## src/rtl/aux_cls_pkg.sv

```systemverilog
package aux_cls_pkg;
  localparam int STAT_W      = 7;
  localparam int B_DONE      = 0;
  localparam int B_I2C_DEFER = 1;
  localparam int B_I2C_NACK  = 2;
  localparam int B_TOUT      = 3;
  localparam int B_ADDR      = 4;
  localparam int B_NDEFER    = 5;
  localparam int B_PHY       = 6;

  typedef enum logic [2:0] {
    RES_NONE = 3'd0, RES_ADDR = 3'd1, RES_TOUT = 3'd2, RES_NACK = 3'd3,
    RES_DEFER = 3'd4, RES_NDEFER = 3'd5, RES_PHY = 3'd6
  } res_e;

  typedef enum logic [1:0] {
    RPL_ACK = 2'd0, RPL_DEFER = 2'd1, RPL_NACK = 2'd2, RPL_NONE = 2'd3
  } rpl_e;

  function automatic rpl_e reply_of(res_e r);
    case (r)
      RES_NONE:  return RPL_ACK;
      RES_DEFER: return RPL_DEFER;
      RES_TOUT:  return RPL_NONE;
      default:   return RPL_NACK;
    endcase
  endfunction
endpackage

```

## src/rtl/aux_cls_decode.sv

```systemverilog
module aux_cls_decode
  import aux_cls_pkg::*;
(
  input  logic [STAT_W-1:0] stat_i,
  input  logic              native_i,
  output logic              known_o,
  output res_e              res_o,
  output logic              multi_o
);
  logic [STAT_W-1:0] errs;

  always_comb begin
    known_o = 1'b1;
    res_o   = RES_NONE;
    if (stat_i[B_PHY])                          res_o = RES_PHY;
    else if (stat_i[B_NDEFER])                  res_o = RES_NDEFER;
    else if (stat_i[B_ADDR])                    res_o = RES_ADDR;
    else if (stat_i[B_TOUT])                    res_o = RES_TOUT;
    else if (!native_i && stat_i[B_I2C_NACK])   res_o = RES_NACK;
    else if (!native_i && stat_i[B_I2C_DEFER])  res_o = stat_i[B_DONE] ? RES_NACK : RES_DEFER;
    else if (stat_i[B_DONE])                    res_o = RES_NONE;
    else                                        known_o = 1'b0;
  end

  always_comb begin
    errs         = stat_i;
    errs[B_DONE] = 1'b0;
    multi_o      = $countones(errs) > 1;
  end
endmodule

```

## src/rtl/aux_cls_watchdog.sv

```systemverilog
module aux_cls_watchdog #(
  parameter int unsigned TIMEOUT_CYC = 12_500_000
) (
  input  logic clk_i,
  input  logic rst_ni,
  input  logic armed_i,
  output logic expire_o
);
  localparam int unsigned CW = $clog2(TIMEOUT_CYC + 1);
  logic [CW-1:0] cnt_q;

  always_ff @(posedge clk_i or negedge rst_ni) begin
    if (!rst_ni)       cnt_q <= '0;
    else if (!armed_i) cnt_q <= '0;
    else if (!expire_o) cnt_q <= cnt_q + 1'b1;
  end

  assign expire_o = armed_i && (cnt_q == CW'(TIMEOUT_CYC - 1));
endmodule

```

## src/rtl/aux_cls_retry.sv

```systemverilog
module aux_cls_retry #(
  parameter int unsigned RETRY_LIM = 5
) (
  input  logic clk_i,
  input  logic rst_ni,
  input  logic fail_i,
  input  logic clear_i,
  output logic recal_o
);
  localparam int unsigned RW = $clog2(RETRY_LIM + 1);
  logic [RW-1:0] cnt_q;

  assign recal_o = fail_i && (cnt_q == RW'(RETRY_LIM - 1));

  always_ff @(posedge clk_i or negedge rst_ni) begin
    if (!rst_ni)      cnt_q <= '0;
    else if (clear_i) cnt_q <= '0;
    else if (recal_o) cnt_q <= '0;
    else if (fail_i)  cnt_q <= cnt_q + 1'b1;
  end
endmodule

```

## src/rtl/aux_status_classifier.sv

```systemverilog
module aux_status_classifier
  import aux_cls_pkg::*;
#(
  parameter int unsigned TIMEOUT_CYC = 12_500_000,
  parameter int unsigned RETRY_LIM   = 5
) (
  input  logic        clk_i,
  input  logic        rst_ni,
  input  logic [6:0]  stat_i,
  input  logic        stat_vld_i,
  input  logic        native_i,
  input  logic        busy_i,
  input  logic        link_up_i,
  output logic        cmpl_o,
  output logic [2:0]  result_o,
  output logic [1:0]  reply_o,
  output logic        timeout_o,
  output logic        recal_o,
  output logic        chan_rst_o,
  output logic        clr_irq_o,
  output logic        multi_err_o
);
  logic fin_q, armed, known, multi, accept, expire, wd_fail, recal_req;
  res_e dec_res;

  aux_cls_decode u_dec (
    .stat_i  (stat_i),
    .native_i(native_i),
    .known_o (known),
    .res_o   (dec_res),
    .multi_o (multi)
  );

  assign armed   = busy_i && !fin_q;
  assign accept  = armed && stat_vld_i && (|stat_i) && known;
  assign wd_fail = expire && !accept;

  aux_cls_watchdog #(.TIMEOUT_CYC(TIMEOUT_CYC)) u_wd (
    .clk_i   (clk_i),
    .rst_ni  (rst_ni),
    .armed_i (armed),
    .expire_o(expire)
  );

  aux_cls_retry #(.RETRY_LIM(RETRY_LIM)) u_retry (
    .clk_i  (clk_i),
    .rst_ni (rst_ni),
    .fail_i (wd_fail && native_i),
    .clear_i(accept),
    .recal_o(recal_req)
  );

  always_ff @(posedge clk_i or negedge rst_ni) begin
    if (!rst_ni) begin
      fin_q       <= 1'b0;
      cmpl_o      <= 1'b0;
      result_o    <= RES_NONE;
      reply_o     <= RPL_ACK;
      timeout_o   <= 1'b0;
      recal_o     <= 1'b0;
      chan_rst_o  <= 1'b0;
      clr_irq_o   <= 1'b0;
      multi_err_o <= 1'b0;
    end else begin
      cmpl_o      <= accept || wd_fail;
      timeout_o   <= (accept && dec_res == RES_TOUT) || wd_fail;
      recal_o     <= recal_req;
      chan_rst_o  <= wd_fail && link_up_i;
      clr_irq_o   <= accept && dec_res == RES_PHY;
      multi_err_o <= accept && multi;
      if (!busy_i)                 fin_q <= 1'b0;
      else if (accept || wd_fail)  fin_q <= 1'b1;
      if (accept) begin
        result_o <= dec_res;
        reply_o  <= reply_of(dec_res);
      end else if (wd_fail) begin
        result_o <= RES_TOUT;
        reply_o  <= RPL_NONE;
      end
    end
  end
endmodule

```

## config.mk

```make
export PLATFORM = sky130hd
export DESIGN_NAME = aux_status_classifier
export DESIGN_NICKNAME = d
export VERILOG_FILES = /design/src/rtl/aux_cls_pkg.sv /design/src/rtl/aux_cls_decode.sv /design/src/rtl/aux_cls_watchdog.sv /design/src/rtl/aux_cls_retry.sv /design/src/rtl/aux_status_classifier.sv
export SDC_FILE = /design/constraint.sdc
export NUM_CORES = 1
export LEC_CHECK = 0
export CAP_MARGIN = 20
export CORE_MARGIN = 2
export CORE_UTILIZATION = 35
export DETAILED_ROUTE_END_ITERATION = 12
export GPL_ROUTABILITY_DRIVEN = 0
export SYNTH_ARGS = -nofsm -noshare
export SYNTH_HDL_FRONTEND = slang
export SYNTH_SLANG_ARGS = --single-unit
export TNS_END_PERCENT = 30
```

## constraint.sdc

```tcl
create_clock -name clk_i -period 1.6 [get_ports clk_i]
set_clock_uncertainty 0.05 [all_clocks]
set_input_delay 0.32 -clock clk_i [delete_from_list [all_inputs] [get_ports clk_i]]
set_output_delay 0.32 -clock clk_i [all_outputs]
set_load 0.005 [all_outputs]
```

==> impl_metrics.yaml, run 1 <==
run_status:
  status: "finished, violations left"
  violations: "setup timing"
job:
  max-cap-violations: 0
grt:
  grt_pass1_vias: 2178
  grt_pass1_wl_um: 9720
  grt_use_total: 0.168
  grt_max_degree: 18
  antenna_found_initial: 0
  gr-total-overflow: 0
floorplanning:
  row_count: 29
  dieArea_sq_um: 7300
  die_x_um: 85.4
  die_h_um: 85.4
  start_util: 0.363
  ioPinCount: 24
  fp.coreArea_sq_um: 6390
setup_path:
  path_class: "in -> reg"
  worst_setup_path_start_kind: "primary input"
  critPathCaptureType: "flop"
  crit_fanout: 2
  crit_slowest_cell: "fa_1"
  slowest_delay_ns: 0.51
  cp.required_ns: 1.74
  path_cells: "buf_8 > inv_4 > ha_4 > inv_2 > fa_1 > inv_2 > ha_4 > fa_2 > o21a_1 > o21a_1"
  cp.arrival_ns: 2.11
routing:
  detail-route-antenna-nets: 0
  first_iter_violations: 79
  vias: 2224
  drt-pass1-iter-count: 4
  wl_per_cell_um: 15.4
  vias_per_cell: 5.49
  wl_um: 6260
  drc_errors: 0
cells_and_area:
  num-nets-final: 354
  stdcell_count: 405
  fillers: 555
  layout_common_cells: "buf_4, dfrtp_1, a21oi_1, clkdlybuf4s50_1, buf_6"
  n_antenna_cell: 0
  drive_gt1_frac: 0.436
  utilization: 0.554
  area_growth_pct: 52.5
  final_area_sq_um: 3540
  final_common_cell: "buf_4"
  multi_input_area_sq_um: 1480
  seq_area_sq_um: 976
cts:
  cts_tree: "yes"
  insertion_delay_ns: 0.29
  cts_root_buffer: "clkbuf_8"
  path_clk_slew_ns: 0.07
  clockBufferDepth: 2
  cts_sinks: 39
  numCtsBuffers: 5
  htreeDepth: 2
logic_synthesis:
  synth_area_sq_um: 2320
  synth-seq-cells: 39
  yosysSeqAreaShare: 0.420
  synth_top_family_by_area: "simple AND/OR/NAND/NOR gates"
  synth_cell_types: 46
  yosysWarnings: 0
  synth_edf_count: 0
  netlist_instances: 237
  syn_avg_cell_area_sq_um: 9.79
  synth-main-ff-cell: "dfrtp_1"
  synth_xor_area_frac: 0.0264
  synthArstFlopShare: 1.00
  synth_mux_area_frac: 0.0313
  syn_nets: 262
  synth_simple_gate_area_frac: 0.243
  synth_compound_area_frac: 0.150
  synth_adder_area_share: 0.0712
sta:
  finalWorstSetupSlack_ns: -0.373
  max_clock_freq_mhz: 507
  drv_slew: 0
  tightest_slew_ns: 0.367
  fin_crit_sh: 1.23
  grt_setup_unrepaired: "true"
  hold_violations: 0
  finalCriticalPeriod_ns: 1.97
  setup_violations: 21
  fin_tns_setup_ns: -1.46
  slew_headroom: 0.756
placed_design:
  dpl.hpwl_um: 4210
  portBuffers: 23
  dpl_cell_area_sq_um: 3020
  dp.cells: 385
pwr:
  p_per_area_nw_per_um2: 577
  vdd_drop_max_mv: 0.288
  p_leak_nw: 1.50
hold_path:
  hold_path.class: "in -> reg"
[cell type report]
type / instances / area share
timing repair buffer: 94 / 0.241
clock buffer: 6 / 0.0205
tap: 77 / 0.0272
multi-input combinational: 176 / 0.419
sequential: 39 / 0.276
inverter: 13 / 0.0166
[worst paths after layout]
check	slack [ns]	start	to	depth (start not counted)
setup / recovery	-0.37	stat_i[4]	multi_err_o	10
hold / removal	0.39	stat_i[3]	timeout_o	4
setup reg to reg	-0.17	u_wd.cnt_q[0]	u_wd.cnt_q[3]	7
hold reg to reg	0.51	reply_o[0]	reply_o[0]	2
max in group asynchronous	0.60	rst_ni	cmpl_o	3
min in group asynchronous	0.42	rst_ni	u_wd.cnt_q[17]	2
[metrics by stage]
| step | total power [W] | hold WS, ns | setup WS (ns) |
|---|---|---|---|
| after floorplan | 0.00119 | -0.0256 | -0.551 |
| after global placement | 0.00136 | 0.200 | -1.08 |
| after detailed placement | 0.00137 | 0.198 | -1.12 |
| after CTS | 0.00203 | 0.378 | -0.417 |
| after global routing | 0.00214 | 0.430 | -0.419 |
| final | 0.00204 | 0.390 | -0.373 |
[worst max-delay path: cells and delay by family]
kind | cells | cell delay [ns]
AOI/OAI and AO/OA | 2 | 0.34
adders and majority gates | 4 | 1.25
buffers and inverters | 4 | 0.19
[power by group]
| part | leakage [nW] | internal (W) | total [W] | switching [W] |
|---|---|---|---|---|
| sequential | 0.527 | 0.00102 | 0.00104 | 0.0000193 |
| clock | 0.0371 | 0.000291 | 0.000616 | 0.000326 |
| combinational | 0.939 | 0.000207 | 0.000391 | 0.000184 |
| total | 1.50 | 0.00151 | 0.00204 | 0.000529 |
[repair_timing]
item	4_1_cts	5_1_grt
gates resized for setup	56	51
buffers inserted	4	8
endpoints found under the hold margin	12	0
setup endpoints to repair	31	34
hold buffers	1	0
pin swaps	25	28
cloned	0	1
[logic make-up (layout without fill, tap and decap cells)]
group | count (synthesis) | after routing
simple gates | 91 | 92
compound gates | 58 | 58
flops | 39 | 39
buf+inv | 23 | 113
fa+ha+maj | 12 | 12
xor+xnor | 7 | 7
mux | 7 | 7
[layer usage]
metal | wire length [um] | part of all wire | track usage | vias to the layer above
li1 | - | - | - | 1070
met3 | 155 | 0.025 | 0.0243 | 16
met1 | 2790 | 0.45 | 0.212 | 1089
met4 | 162 | 0.026 | 0.0794 | 0
met5 | 0 | 0 | 0 | -
met2 | 3150 | 0.50 | 0.282 | 49
[Yosys cell counts (all sizes together) (5+ instances only)]
master,instances,area (sq um)
and4,7,65.1
ha,10,125
o31ai,6,45.0
dfrtp,39,976
a21oi,24,120
inv,13,48.8
buf,10,86.3
nor2,11,41.3
nand4,8,65.1
mux2i,5,50.1
or4,5,37.5
nor4,5,31.3
nand3,14,87.6
or3,7,43.8
o21ai,15,75.1
nand2,13,48.8
nor3,6,30.0
[registers in the layout (all words and copies together), names as in the netlist, 2 cells and up]
signal / count
u_wd.cnt_q: 24
result_o: 3
u_retry.cnt_q: 3
reply_o: 2
Power figures use the tool's default switching activity.
==> run 2, diff against run 1 <==
CELL_PAD_IN_SITES_DETAIL_PLACEMENT = 0   (was default)
CELL_PAD_IN_SITES_GLOBAL_PLACEMENT = 2   (was default)
CORE_UTILIZATION = 32   (was 35)
PLACE_DENSITY_LB_ADDON = 0.1   (was default)
SKIP_LAST_GASP = 1   (was default)
==> impl_metrics.yaml, run 2 (synthesis results as in run 1) <==
setup_path:
  path_class: "in -> reg"
  r2r_end: "u_wd.cnt_q[3]"
  cp.arrival_ns: 2.08
  crit_fanout: 2
  cp.required_ns: 1.73
  setup.worst_path.end: "multi_err_o"
  path_cells: "buf_6 > inv_2 > ha_4 > inv_2 > fa_1 > inv_1 > ha_2 > fa_2 > o21a_1 > o21a_1"
  worst_setup_path_start_kind: "primary input"
  rr_worst_depth: 7
  rr_startpoint: "u_wd.cnt_q[0]"
  crit_slowest_cell: "fa_1"
  critPathCaptureType: "flop"
  rrSetupSlack_ns: -0.13
  slowest_delay_ns: 0.49
  crit_start: "stat_i[4]"
floorplanning:
  start_util: 0.325
  ioPinCount: 24
  fp.coreArea_sq_um: 7140
  die_x_um: 89.2
  die_h_um: 89.2
  row_count: 31
  dieArea_sq_um: 7950
sta:
  slew_headroom: 0.665
  drv_slew: 0
  fin_crit_sh: 1.22
  finalCriticalPeriod_ns: 1.95
  hold_violations: 0
  grt_setup_unrepaired: "true"
  finalWorstSetupSlack_ns: -0.347
  max_clock_freq_mhz: 514
  setup_violations: 28
  tightest_slew_ns: 0.503
pwr:
  p_leak_nw: 1.47
  p_per_area_nw_per_um2: 618
  vdd_drop_max_mv: 0.325
grt:
  grt_use_total: 0.166
  grt_max_degree: 22
  antenna_found_initial: 0
  grt_pass1_vias: 2064
  grt_pass1_wl_um: 10200
  gr-total-overflow: 0
cts:
  htreeDepth: 2
  clockBufferDepth: 2
  cts_tree: "yes"
  path_clk_slew_ns: 0.08
  insertion_delay_ns: 0.29
  cts_sinks: 39
  cts_root_buffer: "clkbuf_8"
  numCtsBuffers: 5
placed_design:
  dpl.hpwl_um: 4510
  post-place-ws_ns: -1.11
  portBuffers: 23
  dpl_cell_area_sq_um: 3100
cells_and_area:
  n_antenna_cell: 0
  final_common_cell: "buf_4"
  drive_gt1_frac: 0.402
  final_area_sq_um: 3480
  layout_common_cells: "buf_4, dfrtp_1, clkdlybuf4s50_1, a21oi_1, nand2_1"
  biggestRegsByFlops: "u_wd.cnt_q (24), result_o (3), u_retry.cnt_q (3)"
  num-nets-final: 350
  top_register: "u_wd.cnt_q"
  area_growth_pct: 50.1
  fillers: 705
  largest_reg_flops: 24
routing:
  vias_per_cell: 5.00
  drc_errors: 0
  wl_per_cell_um: 14.6
  vias: 2124
  first_iter_violations: 35
  wl_um: 6200
  drt-pass1-iter-count: 4
  detail-route-antenna-nets: 0
run_status:
  status: "finished, violations left"
  violations: "setup timing"
job:
  max-cap-violations: 0
hold_path:
  hold_path.class: "in -> reg"
-- run 2: how the worst min path moves through the flow --
stage | from | to | cells after the start
5_1_grt | stat_i[3] | timeout_o | 4
4_1_cts | stat_i[3] | timeout_o | 4
6_report | stat_i[3] | timeout_o | 4
2_1_floorplan | rst_ni | chan_rst_o | 0
3_5_place_dp | rst_ni | u_wd.cnt_q[12] | 1
3_3_place_gp | rst_ni | u_wd.cnt_q[12] | 1
-- run 2: layout make-up --
class / instances / area, sq um / share of cell area
Sequential cell: 39 / 976 / 0.280
Clock buffer: 8 / 100 / 0.0287
Timing Repair Buffer: 90 / 807 / 0.232
Tap cell: 99 / 124 / 0.0356
Inverter: 13 / 56.3 / 0.0162
Multi-Input combinational cell: 176 / 1420 / 0.408
-- run 2: power by group --
| part | leakage, nW | switching [W] | total, W | internal [W] |
|---|---|---|---|---|
| combinational | 0.887 | 0.000163 | 0.000359 | 0.000196 |
| clock | 0.0515 | 0.000364 | 0.000759 | 0.000394 |
| sequential | 0.527 | 0.0000195 | 0.00104 | 0.00102 |
| total | 1.47 | 0.000547 | 0.00215 | 0.00161 |
-- run 2: layer usage --
metal	part of all wire	track usage	up-vias
met5	0	0	-
met4	0.013	0.0421	0
met3	0.025	0.0305	7
met2	0.50	0.280	34
met1	0.46	0.221	1030
li1	-	-	1053
-- run 2: critical path: cells and delay by family --
kind / cells / cell delay, ns
AO/OA/AOI/OAI: 2 / 0.33
buffers and inverters: 4 / 0.18
adder cells (fa/ha/maj): 4 / 1.25
-- run 2: through the flow --
step | total power, W | TNS, ns | cells | util | hold slack [ns]
2_1_floorplan | 0.00119 | -0.714 | 237 | - | -0.0256
3_3_place_gp | 0.00138 | -10.58 | 411 | 0.434 | 0.265
3_5_place_dp | 0.00138 | -11.40 | 411 | 0.434 | 0.278
4_1_cts | 0.00217 | -3.17 | 423 | 0.465 | 0.378
6_report | 0.00215 | -2.23 | 425 | 0.488 | 0.378
5_1_grt | 0.00227 | -5.36 | 425 | 0.488 | 0.386
-- run 2: repair_timing --
item,in CTS,in global routing
buffers inserted,3,1
resized for setup,45,36
hold endpoints to repair,18,0
pin swaps,12,20
gates cloned,0,1
hold buffers,1,0
setup endpoints to repair,32,36
